File: src/rtl/icap_pkg.sv
package icap_pkg;
    localparam int BUS_W = 8;
    localparam int CNT_W = 2 * BUS_W;
    localparam int ADR_W = 3;

    localparam logic [ADR_W-1:0] A_CNT_LO = 3'd0;
    localparam logic [ADR_W-1:0] A_CNT_HI = 3'd1;
    localparam logic [ADR_W-1:0] A_CAP_LO = 3'd2;
    localparam logic [ADR_W-1:0] A_CAP_HI = 3'd3;
    localparam logic [ADR_W-1:0] A_CTRL   = 3'd4;
    localparam logic [ADR_W-1:0] A_MASK   = 3'd5;
    localparam logic [ADR_W-1:0] A_FLAG   = 3'd6;

    localparam int B_CAP  = 5;
    localparam int B_CMPB = 2;
    localparam int B_CMPA = 1;
    localparam int B_OVF  = 0;
    localparam logic [BUS_W-1:0] IRQ_BITS = 8'h27;

    localparam int C_SRC  = 0;
    localparam int C_RISE = 1;
    localparam int C_TOP  = 2;
    localparam int CTRL_W = 3;
endpackage

File: src/rtl/icap_sync_edge.sv
module icap_sync_edge #(
    parameter int SYNC_N = 2
) (
    input  logic clk,
    input  logic rst_n,
    input  logic pin_raw,
    input  logic cmp_raw,
    input  logic src_cmp,
    input  logic rise_sel,
    output logic trig
);
    typedef struct packed {
        logic [SYNC_N-1:0] pin_sh;
        logic [SYNC_N-1:0] cmp_sh;
        logic              pin_prev;
        logic              cmp_prev;
    } sync_st_t;

    sync_st_t st_d, st_q;
    logic lvl, prv;

    always_comb begin
        st_d          = st_q;
        st_d.pin_sh   = {st_q.pin_sh[SYNC_N-2:0], pin_raw};
        st_d.cmp_sh   = {st_q.cmp_sh[SYNC_N-2:0], cmp_raw};
        st_d.pin_prev = st_q.pin_sh[SYNC_N-1];
        st_d.cmp_prev = st_q.cmp_sh[SYNC_N-1];
        lvl  = src_cmp ? st_q.cmp_sh[SYNC_N-1] : st_q.pin_sh[SYNC_N-1];
        prv  = src_cmp ? st_q.cmp_prev : st_q.pin_prev;
        trig = rise_sel ? (lvl & ~prv) : (~lvl & prv);
    end

    always_ff @(posedge clk) begin
        if (!rst_n) st_q <= '0;
        else        st_q <= st_d;
    end

    AST_TRIG_EDGE: assert property (@(posedge clk) disable iff (!rst_n)
        trig |-> (lvl != prv));
endmodule

File: src/rtl/icap_counter.sv
module icap_counter
    import icap_pkg::*;
(
    input  logic             clk,
    input  logic             rst_n,
    input  logic             cnt_wr,
    input  logic             cap_wr,
    input  logic [CNT_W-1:0] wr_val,
    input  logic             top_sel,
    input  logic             trig,
    output logic [CNT_W-1:0] cnt,
    output logic [CNT_W-1:0] cap,
    output logic             wrap,
    output logic             cap_evt
);
    typedef struct packed {
        logic [CNT_W-1:0] cnt;
        logic [CNT_W-1:0] cap;
    } cnt_st_t;

    cnt_st_t st_d, st_q;
    logic at_top;

    always_comb begin
        st_d    = st_q;
        at_top  = (top_sel && st_q.cnt == st_q.cap) || (st_q.cnt == {CNT_W{1'b1}});
        wrap    = !cnt_wr && at_top;
        cap_evt = trig && !top_sel;
        if (cnt_wr)      st_d.cnt = wr_val;
        else if (at_top) st_d.cnt = '0;
        else             st_d.cnt = st_q.cnt + 1'b1;
        if (cap_wr)       st_d.cap = wr_val;
        else if (cap_evt) st_d.cap = st_q.cnt;
    end

    always_ff @(posedge clk) begin
        if (!rst_n) st_q <= '0;
        else        st_q <= st_d;
    end

    assign cnt = st_q.cnt;
    assign cap = st_q.cap;

    AST_CNT_STEP: assert property (@(posedge clk) disable iff (!rst_n)
        (!cnt_wr && cnt != {CNT_W{1'b1}} && !(top_sel && cnt == cap))
        |=> cnt == $past(cnt) + 1'b1);
    AST_TOP_WRAP: assert property (@(posedge clk) disable iff (!rst_n)
        (top_sel && !cnt_wr && cnt == cap) |=> cnt == '0);
    AST_TOP_HOLD: assert property (@(posedge clk) disable iff (!rst_n)
        (top_sel && !cap_wr) |=> $stable(cap));
    AST_CAP_TAKE: assert property (@(posedge clk) disable iff (!rst_n)
        (trig && !top_sel && !cap_wr) |=> cap == $past(cnt));
endmodule

File: src/rtl/icap_irq.sv
module icap_irq
    import icap_pkg::*;
(
    input  logic             clk,
    input  logic             rst_n,
    input  logic             mask_wr,
    input  logic             flag_wr,
    input  logic [BUS_W-1:0] wdata,
    input  logic [BUS_W-1:0] set_vec,
    input  logic             gie,
    output logic [BUS_W-1:0] mask,
    output logic [BUS_W-1:0] flags,
    output logic [BUS_W-1:0] irq
);
    typedef struct packed {
        logic [BUS_W-1:0] mask;
        logic [BUS_W-1:0] flag;
    } irq_st_t;

    irq_st_t st_d, st_q;

    always_comb begin
        st_d = st_q;
        if (mask_wr) st_d.mask = wdata & IRQ_BITS;
        st_d.flag = (st_q.flag & ~(flag_wr ? (wdata & IRQ_BITS) : '0))
                  | (set_vec & IRQ_BITS);
        irq = gie ? (st_q.mask & st_q.flag) : '0;
    end

    always_ff @(posedge clk) begin
        if (!rst_n) st_q <= '0;
        else        st_q <= st_d;
    end

    assign mask  = st_q.mask;
    assign flags = st_q.flag;

    AST_IRQ_GATE: assert property (@(posedge clk) disable iff (!rst_n)
        (irq != '0) |-> gie);
    AST_FLAG_SET: assert property (@(posedge clk) disable iff (!rst_n)
        set_vec[B_CAP] |=> flags[B_CAP]);
    AST_MASK_RSVD: assert property (@(posedge clk) disable iff (!rst_n)
        mask_wr |=> (mask & ~IRQ_BITS) == '0);
endmodule

File: src/rtl/icap_timer16.sv
module icap_timer16
    import icap_pkg::*;
#(
    parameter int SYNC_N = 2
) (
    input  logic             clk,
    input  logic             rst_n,
    input  logic [ADR_W-1:0] bus_addr,
    input  logic             bus_wr,
    input  logic             bus_rd,
    input  logic [BUS_W-1:0] bus_wdata,
    output logic [BUS_W-1:0] bus_rdata,
    input  logic             cap_pin,
    input  logic             cmp_out,
    input  logic             cmpa_hit,
    input  logic             cmpb_hit,
    input  logic             gie,
    output logic             irq_cap,
    output logic             irq_cmpa,
    output logic             irq_cmpb,
    output logic             irq_ovf
);
    typedef struct packed {
        logic [BUS_W-1:0]  temp;
        logic [CTRL_W-1:0] ctrl;
    } top_st_t;

    top_st_t st_d, st_q;
    logic [CNT_W-1:0] cnt, cap;
    logic [BUS_W-1:0] mask, flags, irq, set_vec;
    logic trig, wrap, cap_evt;
    logic cnt_wr, cap_wr, mask_wr, flag_wr;

    always_comb begin
        st_d    = st_q;
        cnt_wr  = bus_wr && bus_addr == A_CNT_LO;
        cap_wr  = bus_wr && bus_addr == A_CAP_LO;
        mask_wr = bus_wr && bus_addr == A_MASK;
        flag_wr = bus_wr && bus_addr == A_FLAG;
        if (bus_wr && (bus_addr == A_CNT_HI || bus_addr == A_CAP_HI))
            st_d.temp = bus_wdata;
        else if (bus_rd && bus_addr == A_CNT_LO)
            st_d.temp = cnt[CNT_W-1:BUS_W];
        else if (bus_rd && bus_addr == A_CAP_LO)
            st_d.temp = cap[CNT_W-1:BUS_W];
        if (bus_wr && bus_addr == A_CTRL)
            st_d.ctrl = bus_wdata[CTRL_W-1:0];

        case (bus_addr)
            A_CNT_LO: bus_rdata = cnt[BUS_W-1:0];
            A_CAP_LO: bus_rdata = cap[BUS_W-1:0];
            A_CNT_HI,
            A_CAP_HI: bus_rdata = st_q.temp;
            A_CTRL:   bus_rdata = {{(BUS_W-CTRL_W){1'b0}}, st_q.ctrl};
            A_MASK:   bus_rdata = mask;
            A_FLAG:   bus_rdata = flags;
            default:  bus_rdata = '0;
        endcase

        set_vec         = '0;
        set_vec[B_CAP]  = cap_evt;
        set_vec[B_CMPB] = cmpb_hit;
        set_vec[B_CMPA] = cmpa_hit;
        set_vec[B_OVF]  = wrap;
    end

    always_ff @(posedge clk) begin
        if (!rst_n) st_q <= '0;
        else        st_q <= st_d;
    end

    icap_sync_edge #(.SYNC_N(SYNC_N)) i_sync (
        .clk(clk), .rst_n(rst_n), .pin_raw(cap_pin), .cmp_raw(cmp_out),
        .src_cmp(st_q.ctrl[C_SRC]), .rise_sel(st_q.ctrl[C_RISE]), .trig(trig)
    );

    icap_counter i_cnt (
        .clk(clk), .rst_n(rst_n), .cnt_wr(cnt_wr), .cap_wr(cap_wr),
        .wr_val({st_q.temp, bus_wdata}), .top_sel(st_q.ctrl[C_TOP]),
        .trig(trig), .cnt(cnt), .cap(cap), .wrap(wrap), .cap_evt(cap_evt)
    );

    icap_irq i_irq (
        .clk(clk), .rst_n(rst_n), .mask_wr(mask_wr), .flag_wr(flag_wr),
        .wdata(bus_wdata), .set_vec(set_vec), .gie(gie),
        .mask(mask), .flags(flags), .irq(irq)
    );

    assign irq_cap  = irq[B_CAP];
    assign irq_cmpa = irq[B_CMPA];
    assign irq_cmpb = irq[B_CMPB];
    assign irq_ovf  = irq[B_OVF];

    AST_TEMP_LATCH: assert property (@(posedge clk) disable iff (!rst_n)
        (bus_rd && !bus_wr && bus_addr == A_CNT_LO)
        |=> st_q.temp == $past(cnt[CNT_W-1:BUS_W]));
    AST_LOW_WRITE: assert property (@(posedge clk) disable iff (!rst_n)
        (bus_wr && bus_addr == A_CNT_LO)
        |=> cnt == $past({st_q.temp, bus_wdata}));
endmodule

File: config.mk
export PLATFORM = sky130hd
export DESIGN_NAME = icap_timer16
export DESIGN_NICKNAME = d
export VERILOG_FILES = /design/src/rtl/icap_pkg.sv /design/src/rtl/icap_sync_edge.sv /design/src/rtl/icap_counter.sv /design/src/rtl/icap_irq.sv /design/src/rtl/icap_timer16.sv
export SDC_FILE = /design/constraint.sdc
export NUM_CORES = 1
export LEC_CHECK = 0
export BUFFER_PORTS_ARGS = -buffer_cell sky130_fd_sc_hd__buf_4
export CAP_MARGIN = 20
export CELL_PAD_IN_SITES_DETAIL_PLACEMENT = 0
export CELL_PAD_IN_SITES_GLOBAL_PLACEMENT = 2
export CORE_ASPECT_RATIO = 0.5
export CORE_MARGIN = 1
export CORE_UTILIZATION = 35
export DETAILED_ROUTE_END_ITERATION = 8
export HOLD_SLACK_MARGIN = 0.02
export PLACE_DENSITY = 0.88
export SLEW_MARGIN = 20
export SYNTH_ARGS = -nofsm -noshare
export SYNTH_HDL_FRONTEND = slang
export SYNTH_SLANG_ARGS = --single-unit
File: constraint.sdc
create_clock -name clk -period 5.4 [get_ports clk]
set_clock_uncertainty 0.15 [all_clocks]
set_input_delay 1.08 -clock clk [delete_from_list [all_inputs] [get_ports clk]]
set_output_delay 1.08 -clock clk [all_outputs]
set_load 0.005 [all_outputs]
# --- Word level (Yosys, flattened, before mapping) ---
# Index checks and enable logic that the tools add are counted.
op_classes:
  mux: 13
  n_eq_ne: 8
  reduce_logical: 19
  n_addsub: 1
  bitwise: 8
ops:
  columns: ["operator", "n"]
  rows:
  - ["16-bit two-way mux", 4]
  - ["8-bit one-hot mux with 6 select lines", 1]
  - ["8-bit two-way mux", 3]
  - ["16-bit by 1-bit adder with 16-bit output (second input constant)", 1]
  - ["16-bit == test", 1]
  - ["16-bit == test (second input constant)", 1]
  - ["6-bit two-way mux", 2]
  - ["1-bit logical AND", 11]
  - ["3-bit == test (second input constant)", 3]
  - ["8-bit bitwise AND", 1]
  - ["8-bit inverter", 1]
  - ["8-bit by 6-bit OR with 8-bit output", 1]
  - ["6-bit bitwise AND", 1]
  - ["3-bit by 2-bit == test with 1-bit output (second input constant)", 2]
  - ["3-bit by 1-bit == test with 1-bit output (second input constant)", 1]
  - ["3-bit zero test", 1]
  - ["1-bit two-way mux", 3]
  - ["3-bit nonzero test", 1]
  - ["1-bit bitwise AND", 2]
  - ["1-bit zero test", 2]
  - ["1-bit logical OR", 2]
  - ["1-bit inverter", 2]
  - ["2-bit nonzero test", 1]
  - ["2-bit OR reduction", 1]
word_totals:
  input_bits: 20
  out_inout_bits: 12
  word_cells: 59
  ff_bits: 61

# --- Depth between registers and ports, before layout ---
depth:
  depth_word: 7
  mapped_depth: 7
  mapped_depth_nobuf: 6

# --- By module ---
# A second synthesis with hierarchy kept.
unflattened:
  hier_cells: 382
  hier_area_um2: 3367.0
modules_own_cells:
  columns: ["module", "area_each_um2", "cells_per_inst", "instances"]
  rows:
  - ["icap_counter", 1754.2, 209, 1]
  - ["icap_timer16", 994.7, 109, 1]
  - ["icap_irq", 415.4, 46, 1]
  - ["icap_sync_edge", 202.7, 18, 1]

# --- Worst setup path after synthesis ---
# No wires, ideal clock.
synth_timing:
  path_kind: "in2out"
  start: "in bus_addr[1]"
  end: "out bus_rdata[2]"
  path_stages: 5
  required_time_ps: 4170
  t_arrival_ps: 2043
  setup_slack_ps: 2127
  path_cell_list: "buf_6 > buf_2 > mux4_2 > nor2_1 > a31oi_1"
synth_via:
  elab_chain_cells: 3
  word_cells_on_any_way: 9
  cone_classes: "6 x eq/ne; 1 x mux; 2 x reduce/logical"
synth_lines:
  columns: ["item", "line", "rtl"]
  rows:
  - ["start: declaration", "icap_timer16.sv:8", "input logic [ADR_W-1:0] bus_addr,"]
  - ["3-bit by 1-bit == test with 1-bit output or 3-bit by 2-bit == test with 1-bit output (tied branches)", "icap_timer16.sv:49", "case (bus_addr)"]
  - ["2-bit OR reduction", "icap_timer16.sv:49", null]
  - ["8-bit one-hot mux with 6 select lines (*)", "icap_timer16.sv:49", null]
  - ["end: declaration", "icap_timer16.sv:12", "output logic [BUS_W-1:0] bus_rdata,"]
# Every way passes the cells marked *; elsewhere a longest branch is shown, timed or not.

# --- Final worst setup path ---
# Same ends and word-level chain as after synthesis.

==> run metrics <==
clock buffer depth=2; fillcell total=875; status=finished, final reports clean; Post-Syn Nets=402; # setup viols final=0; Global Route Usage Sum=20.3%; placed cell areas=3510 µm²; H-tree depth=3; VDD IR max=0.134 mV; Hold Path Stages=1; Worst Path Arrival=2170 ps; vias per cell=5.45; Worst Hold Class=flip-flop to flip-flop; layout cells sized above 1=17.1%; leakage=1.55 nW; Max Cap Violations=0; Reg2Reg Capture Point=i_cnt.cnt[7]; CP Launch Type=input pin; routability cong.=0.856; Starting DRT DRC Count=290; clock slew at reported path FFs=50 ps; Syn Inst Count=381; post-cts gate resize count=0; final core utilization=43.2%; remaining global-route overflow=0; Final Cycle Share=62.9%; Total Routed Length=9380 µm; DIE WIDTH=139 µm; Avg WL per Cell=18.3 µm; yosys warns=0; dpl ws=2010 ps; Floorplan Core Area=8920 µm²; Setup Buffers After CTS=0; CTS root buf=clkbuf_16; Post-Synthesis Cell Area=3300 µm²; distinct cell type count of the synthesized netlist=46; Multi-input gate area=1970 µm²; # DRC=0; synthesis-to-layout area growth=16.8%; min Tclk post-route=3400 ps; initial core utilization=37.0%; hold violation count in the final report=0; # hold bufs at CTS=0; # diodes=0; Critical Path Fanout Max=15; CTS Buf Count=9; critical path endpoint category=primary output; worst hold endpoint=i_sync.st_d[0]; Design Area, Final=3850 µm²; total I/O pin count=32; HPWL after DPL=6540 µm; Detailed Routing Iterations Pass 1=4; Synth async-reset ratio=0%; first-pass GRT wire length=15000 µm; setup_tns=0 ps; Slew @ Worst Pin=765 ps; reg-to-reg startpoint=i_cnt.cnt[0]; Die Y-Extent=70.6 µm; Post-synth EDFFs=0; min-delay src=i_sync.st_d[3]; die area=9840 µm²; largest net degree at the start of global routing=49; Slew Limit Fails=0; ANT nets after route=0; Slew headroom=49.0%; TritonCTS clock tree=yes; number of nets in the layout=413; clk_lat worst skew=330 ps; Mean Syn Cell Area=8.66 µm²; clock sink count=57; r2r setup slk=3040 ps; Seq cells post-synth=57; final worst slack=2000 ps; dominant synthesized flop cell=dfxtp_1; Seq. cell area=1140 µm²; Req. time, crit path=4170 ps; classification of the worst setup path=input pin to primary output; row cnt=24; vias in the first global route=2659; sequential area share after synthesis=34.6%; path depth of the worst reg2reg path=6; via count=2800; Max Fclk=294 MHz; RSZ-0062 raised after global routing=no; PortBufs=31; Pwr Density=322 nW/µm²; initial antenna violation count=0; hold slack=281 ps
-- cell usage in the layout (no fill, tap or decap), types with 2 or more instances in the layout --
cell type / n
nand3_1: 11
nand2_1: 43
nor3_2: 2
nor3_1: 2
xnor2_1: 8
and2_1: 8
o21ai_1: 20
and3_1: 5
inv_1: 3
nand4_1: 7
mux2i_1: 32
dfxtp_1: 57
buf_4: 32
nor4_1: 6
bufinv_16: 3
a21oi_1: 31
nand3b_1: 2
o221ai_1: 3
a31oi_1: 4
xor2_1: 20
clkbuf_16: 9
xor2_2: 2
o21ai_0: 11
nor2b_1: 19
a221oi_2: 8
o41ai_1: 2
nor4b_4: 3
nor2_1: 22
nand2b_1: 4
-- layer usage --
layer	GRT usage (%)	wire, µm
met1	28.8	4620
met2	29.8	3970
met3	5.82	661
met4	6.30	130
met5	0	0
-- where the power goes --
group	total (mW)	internal, mW	switching (mW)
combinational	0.123	0.0538	0.0695
sequential	0.456	0.436	0.0194
clock	0.662	0.462	0.200
total	1.24	0.952	0.289
-- cells in the mapped netlist (7+ instances only) --
cell,n,share of area (%)
dfxtp_1,57,35
nand2_1,43,4.9
mux2i_1,32,9.7
a21oi_1,31,4.7
nor2_1,22,2.5
o21ai_1,20,3.0
xor2_1,20,5.3
nor2b_1,19,3.6
buf_2,16,2.4
nand3_1,11,1.7
o21ai_0,11,1.7
clkbuf_1,10,1.1
a221oi_2,8,3.6
and2_1,8,1.5
xnor2_1,8,2.1
nand4_1,7,1.3
-- sequential cells by signal, summed over array words and instances (netlist names) --
name	count
i_sync.st_q	2
i_cnt.cap	16
i_cnt.cnt	16
st_q	11
i_irq.mask	4
i_irq.flags	4
i_sync.st_d	4
-- critical path: stages --
cell and delay, ps:
buf_4 240, mux4_2 530, nor2_1 90, a31oi_1 60, buf_4 160
-- worst max-delay path by stage --
stage | from | endpoint
after global routing | bus_addr[1] | bus_rdata[2]
after detailed placement | bus_addr[1] | bus_rdata[2]
after CTS | bus_addr[1] | bus_rdata[2]
after floorplan | bus_addr[1] | bus_rdata[2]
final | bus_addr[1] | bus_rdata[2]
after global placement | bus_addr[1] | bus_rdata[2]
-- kinds of logic (layout without fill, tap and decap cells) --
group                    count (synthesis)  after routing  synth area share [%]
AO/OA/AOI/OAI                           86             86                  17.1
XOR/XNOR                                30             30                  8.42
adder cells (fa/ha/maj)                  1              1                 0.379
buffers and inverters                   35             51                  5.77
flip-flops                              57             57                  34.6
multiplexers                            33             33                  10.4
AND/OR/NAND/NOR                        139            139                  23.3
-- cell type report --
cell class | instances | area share, %
multi-input cells | 289 | 51.1
repair buffers | 32 | 6.24
well taps | 117 | 3.80
clock buffers | 11 | 6.30
flip-flops and latches | 57 | 29.6
clock inverters | 5 | 2.66
inverters | 3 | 0.292
-- metrics by stage --
step,power [mW],instances
floorplan,0.546,381
global placement,0.585,498
detailed placement,0.587,498
CTS,1.25,514
global route,1.28,514
finish,1.24,514
Power figures use the tool's default switching activity.
